$ cat config.mk
export PLATFORM = sky130hd
export DESIGN_NAME = loc_irq_ctrl
export DESIGN_NICKNAME = d
export VERILOG_FILES = /design/src/rtl/loc_irq_pkg.sv /design/src/rtl/loc_irq_enable_reg.sv /design/src/rtl/loc_irq_status_reg.sv /design/src/rtl/loc_irq_line.sv /design/src/rtl/loc_irq_ctrl.sv
export SDC_FILE = /design/constraint.sdc
export NUM_CORES = 1
export LEC_CHECK = 0
export BUFFER_PORTS_ARGS = -buffer_cell sky130_fd_sc_hd__buf_2
export CORE_ASPECT_RATIO = 0.6
export CORE_MARGIN = 4
export CORE_UTILIZATION = 50
export DETAILED_ROUTE_END_ITERATION = 12
export PLACE_DENSITY = 0.76
export SETUP_SLACK_MARGIN = 0.2
export SLEW_MARGIN = 15
export SYNTH_ARGS = -nofsm -noshare
export SYNTH_HDL_FRONTEND = slang
export SYNTH_SLANG_ARGS = --single-unit
$ cat constraint.sdc
create_clock -name clk -period 1.8 [get_ports clk]
set_input_delay 0.18 -clock clk [delete_from_list [all_inputs] [get_ports clk]]
set_output_delay 0.18 -clock clk [all_outputs]
set_load 0.01 [all_outputs]
$ cat src/rtl/loc_irq_pkg.sv
package loc_irq_pkg;

  localparam int EVT_W    = 4;
  localparam int REG_W    = 32;

  // event bit positions, shared by enable bits 3:0 and status bits 3:0
  localparam int EV_DATA   = 0;
  localparam int EV_STSVAL = 1;
  localparam int EV_LOCCHG = 2;
  localparam int EV_CMDRDY = 3;

  localparam int POL_LSB  = 4;
  localparam int GLB_BIT  = 31;

  localparam logic [REG_W-1:0] EN_WMASK = 32'h8000_003F;
  localparam logic [1:0]       POL_LOW_LEVEL = 2'b01;
  localparam logic [REG_W-1:0] EN_RESET =
    REG_W'({POL_LOW_LEVEL, {POL_LSB{1'b0}}});

  typedef enum logic [1:0] {
    SEL_ENABLE = 2'd0,
    SEL_STATUS = 2'd1,
    SEL_VECTOR = 2'd2,
    SEL_RSVD   = 2'd3
  } reg_sel_e;

endpackage

$ cat src/rtl/loc_irq_enable_reg.sv
module loc_irq_enable_reg
  import loc_irq_pkg::*;
(
  input  logic             clk,
  input  logic             rst_n,
  input  logic             wr_stb,
  input  logic [REG_W-1:0] wr_data,
  output logic [REG_W-1:0] en_q
);

  always_ff @(posedge clk) begin
    if (!rst_n) begin
      en_q <= EN_RESET;
    end else if (wr_stb) begin
      en_q <= wr_data & EN_WMASK;
    end
  end

endmodule

$ cat src/rtl/loc_irq_status_reg.sv
module loc_irq_status_reg
  import loc_irq_pkg::*;
(
  input  logic             clk,
  input  logic             rst_n,
  input  logic [EVT_W-1:0] set_mask,
  input  logic             clr_stb,
  input  logic [EVT_W-1:0] clr_mask,
  output logic [EVT_W-1:0] st_q,
  output logic             drop
);

  logic [EVT_W-1:0] clr_eff;
  logic [EVT_W-1:0] st_nxt;

  always_comb begin
    clr_eff = clr_stb ? clr_mask : '0;
    // a set in the same cycle wins over a clear
    st_nxt  = (st_q & ~clr_eff) | set_mask;
    drop    = clr_stb && (|clr_mask) && (|st_q) && (st_nxt == '0);
  end

  always_ff @(posedge clk) begin
    if (!rst_n) begin
      st_q <= '0;
    end else begin
      st_q <= st_nxt;
    end
  end

endmodule

$ cat src/rtl/loc_irq_line.sv
module loc_irq_line #(
  parameter int NUM_LOC = 5
) (
  input  logic               clk,
  input  logic               rst_n,
  input  logic [NUM_LOC-1:0] set_any,
  input  logic [NUM_LOC-1:0] drop_any,
  output logic               line_q
);

  always_ff @(posedge clk) begin
    if (!rst_n) begin
      line_q <= 1'b0;
    end else if (|set_any) begin
      line_q <= 1'b1;
    end else if (|drop_any) begin
      line_q <= 1'b0;
    end
  end

endmodule

$ cat src/rtl/loc_irq_ctrl.sv
module loc_irq_ctrl
  import loc_irq_pkg::*;
#(
  parameter int              NUM_LOC = 5,
  parameter int              LOC_W   = 3,
  parameter logic [REG_W-1:0] VECTOR = 32'h0000_000B
) (
  input  logic             clk,
  input  logic             rst_n,
  input  logic [LOC_W-1:0] active_loc,
  input  logic             evt_valid,
  input  logic [LOC_W-1:0] evt_loc,
  input  logic [EVT_W-1:0] evt_mask,
  input  logic             wr_en,
  input  logic [LOC_W-1:0] wr_loc,
  input  logic [1:0]       wr_sel,
  input  logic [REG_W-1:0] wr_data,
  input  logic [LOC_W-1:0] rd_loc,
  input  logic [1:0]       rd_sel,
  output logic [REG_W-1:0] rd_data,
  output logic             irq
);

  localparam logic [LOC_W-1:0] LOC_LIMIT = LOC_W'(NUM_LOC);

  logic [REG_W-1:0] en_q [NUM_LOC];
  logic [EVT_W-1:0] st_q [NUM_LOC];
  logic [NUM_LOC-1:0] set_any;
  logic [NUM_LOC-1:0] drop_any;
  logic [NUM_LOC*REG_W-1:0] en_flat;
  logic [NUM_LOC*EVT_W-1:0] st_flat;

  logic     wr_accept;
  reg_sel_e wsel;
  reg_sel_e rsel;

  assign wsel      = reg_sel_e'(wr_sel);
  assign rsel      = reg_sel_e'(rd_sel);
  assign wr_accept = wr_en && (active_loc < LOC_LIMIT) && (wr_loc == active_loc);

  for (genvar i = 0; i < NUM_LOC; i++) begin : g_loc
    localparam logic [LOC_W-1:0] IDX = LOC_W'(i);
    logic             hit;
    logic             own_wr;
    logic [EVT_W-1:0] set_m;

    assign hit    = evt_valid && (evt_loc == IDX);
    assign own_wr = wr_accept && (wr_loc == IDX);
    assign set_m  = (hit && en_q[i][GLB_BIT]) ? (evt_mask & en_q[i][EVT_W-1:0]) : '0;
    assign set_any[i] = |set_m;

    loc_irq_enable_reg u_en (
      .clk     (clk),
      .rst_n   (rst_n),
      .wr_stb  (own_wr && (wsel == SEL_ENABLE)),
      .wr_data (wr_data),
      .en_q    (en_q[i])
    );

    loc_irq_status_reg u_st (
      .clk      (clk),
      .rst_n    (rst_n),
      .set_mask (set_m),
      .clr_stb  (own_wr && (wsel == SEL_STATUS)),
      .clr_mask (wr_data[EVT_W-1:0]),
      .st_q     (st_q[i]),
      .drop     (drop_any[i])
    );

    assign en_flat[i*REG_W +: REG_W] = en_q[i];
    assign st_flat[i*EVT_W +: EVT_W] = st_q[i];
  end

  loc_irq_line #(.NUM_LOC(NUM_LOC)) u_line (
    .clk      (clk),
    .rst_n    (rst_n),
    .set_any  (set_any),
    .drop_any (drop_any),
    .line_q   (irq)
  );

  always_comb begin
    rd_data = '0;
    if (rd_loc < LOC_LIMIT) begin
      for (int k = 0; k < NUM_LOC; k++) begin
        if (rd_loc == LOC_W'(k)) begin
          case (rsel)
            SEL_ENABLE: rd_data = en_q[k];
            SEL_STATUS: rd_data = REG_W'(st_q[k]);
            SEL_VECTOR: rd_data = VECTOR;
            default:    rd_data = '0;
          endcase
        end
      end
    end
  end

endmodule

==> results.txt <==
total wire length - 10.8 mm
Required @ worst endpoint - 1.62 ns
commonest non-fill, non-tap cells in the layout - dfxtp_1 (42), mux2i_1 (39), nor2b_1 (38), buf_4 (37), buf_2 (36)
crit end category - output pin
Clock Latency Late Sink - 0.30 ns
Avg Cell Area, Syn - 8.34 um^2
H-tree depth - 2
routed wire length per instance - 18.9 um
number of global-route vias before repair - 3,231
Final Setup Violations - 0
share of the synthesized area in the top cell type - 0.317
Mapped Area - 0.00354 mm^2
Synth Flop Type - dfxtp_1
TNS Setup - 0 ns
Antenna diodes - 0
Die ar. - 0.00853 mm^2
Clock Skew - 0.00431 ns
global-route wire length before repair - 16.8 mm
# IOs - 89
Synth area leader - dfxtp_1
CP max stage cell - or4_4
NetSw - 0.670 mW
hold path cells - 3
filler instances - 587
Slew headroom - 0.624
count of different cell masters after synthesis - 55
Pre-antenna DRT Iters - 5
fraction of synthesis flops using an asynchronous set or reset pin - 0
Flop pwr share - 0.480
final net count - 537
Synthesis Warnings - 0
CTS tree - built
register area share after synthesis - 0.317
ANT nets after route - 0
min-delay worst type - input pin to register
Core Area - 0.00676 mm^2
final worst-path cycle share - 0.944
Final WS setup - 0.101 ns
Routability Congestion - 0.957
Pwr Density - 623 mW/mm^2
CTS Buf Count - 5
Max rail drop VDD - 0.459 mV
slowest stage delay, CP - 0.42 ns
critical path's top delay family - simple AND/OR/NAND/NOR gates
die width - 117 um
CTS Hold Bufs - 0
Cell Int Power - 1.91 mW
Mapped Cells - 424
Setup crit start kind - register
Initial Utilization - 0.523
Root Driver - clkbuf_16
# port buffers - 38
worst-case clock buffer depth - 2
initial antenna violation count - 0
Crit Path Class - register to output pin
synth top area cells - dfxtp_1 (32%), mux2i_1 (11%), nor2b_1 (6.7%), buf_4 (5.3%), nand2_1 (3.5%)
Peak Freq - 589 MHz
critical path cell sequence - or4_4, a21oi_2, o21ai_1, o211a_1, buf_6
post-route insts no fill - 569
share of layout cells above drive strength 1 - 0.245
R2R Setup Slk - 0.16 ns
CP bufs+invs - 1
maxcap violations - 0
Residual DRC - 0
count of pins over their slew limit - 0
placed cell count - 557
Reg clk slew, reported paths - 0.07 ns
RSZ-0062 raised after global routing - true
CP Max Fanout - 2
clock sink count - 56
die height - 73.2 um
1st-iter DRT viols - 369
placed cell area - 0.00391 mm^2
Critical R2R Launch - g_loc[4].u_en.en_q[3]
DP Worst Slack - 0.0624 ns
Crit path arrival time - 1.52 ns
num rows - 23
FF-to-FF path depth - 4
Leakage - 1.58 nW
gr usage total - 0.257
hold path endpoint - g_loc[2].u_en.en_q[4]
status - completed
Finished Core Util - 0.613
Worst-Margin Slew - 0.559 ns
commonest non-fill, non-tap cell in the layout - dfxtp_1
Clock power frac - 0.388
via count - 3,469
Post-synth EDFFs - 0
FF+latch count, synth - 56
grt total ovfl - 0
Design Area, Final - 0.00415 mm^2
r2r endpoint - u_line.line_q
Sw Ratio - 0.259
Hold Fails Final Rpt - 0
hold_sp - wr_data[4]
DP HPWL - 8.05 mm
combinational share of power - 0.132
area growth from synthesis to layout - 17.2%
largest net degree at the start of global routing - 35
via/cell ratio - 6.10
fin crit period - 1.70 ns
Yosys cell counts, drive strengths merged, types with 3 or more instances:
master / instances
nand3b: 7
a21boi: 14
nor2b: 38
a32oi: 5
o21ai: 17
buf: 29
o21a: 16
o211ai: 4
nor4: 13
dfxtp: 56
inv: 10
nand3: 5
or3: 3
o22ai: 8
mux2i: 39
clkbuf: 20
nor3: 10
nor2: 33
nand4: 4
nand2b: 10
nand2: 34
nand4b: 4
o2111ai: 3
a21oi: 8
or4: 3
layer usage:
layer	global-route usage	vias up	wire, um
li1	-	1581	-
met1	0.372	1653	4700
met4	0.0687	0	218
met5	0	-	0
met3	0.0746	32	1330
met2	0.372	203	4520
how the worst max path moves through the flow:
stage | start | endpoint | slack, ns | cells past startpoint
detailed placement | wr_loc[1] | u_line.line_q | 0.06 | 5
floorplan | wr_loc[1] | u_line.line_q | 0.21 | 5
global route | g_loc[0].u_en.en_q[1] | rd_data[1] | 0.06 | 5
finish | g_loc[0].u_en.en_q[1] | rd_data[1] | 0.10 | 5
CTS | g_loc[0].u_en.en_q[1] | rd_data[1] | -0.02 | 5
global placement | wr_loc[1] | u_line.line_q | 0.12 | 5
worst register-to-register path, cell delays in order (launching register included):
cell and delay (ns):
dfxtp_1 0.35, a222oi_1 0.35, a21boi_1 0.19, o41a_1 0.43
a41o_1 0.21
through the flow:
stage / hold WS [ns] / total power [mW]
after global routing: 0.179 / 2.67
after CTS: 0.163 / 2.58
after floorplan: 0.305 / 1.48
after global placement: 0.449 / 1.58
final: 0.172 / 2.58
after detailed placement: 0.467 / 1.58
power by group through the flow:
stage / Combinational, mW / Sequential, mW / Clock [mW]
2_1_floorplan: 0.210 / 1.27 / 0
3_3_place_gp: 0.311 / 1.27 / 0
3_5_place_dp: 0.315 / 1.27 / 0
4_1_cts: 0.320 / 1.24 / 1.02
5_1_grt: 0.362 / 1.24 / 1.07
6_report: 0.341 / 1.24 / 1.00
cell families after synthesis:
family | synth area share
simple gates | 0.275
compound gates | 0.182
buf+inv | 0.0909
flops | 0.317
mux | 0.129
xor+xnor | 0.00495
other cells | 0.00106
timing repair:
item	CTS	global route
pin swaps	10	7
setup endpoints to repair	6	7
cloned	0	0
resized for setup	19	13
buffers inserted	4	0
registers in the layout (all words and copies together) (netlist names):
register,cells
g_loc.u_en.en_q,35
u_line.line_q,1
g_loc.u_st.st_q,20
area by class of cell:
class | instances | area, um^2 | share of cell area
Inverter | 11 | 41.3 | 0.00996
Sequential cell | 56 | 1140 | 0.275
Multi-Input combinational cell | 332 | 2220 | 0.535
Tap cell | 87 | 109 | 0.0263
Clock buffer | 6 | 139 | 0.0335
Timing Repair Buffer | 75 | 489 | 0.118
Clock inverter | 2 | 10.0 | 0.00241
Power figures use the tool's default switching activity.
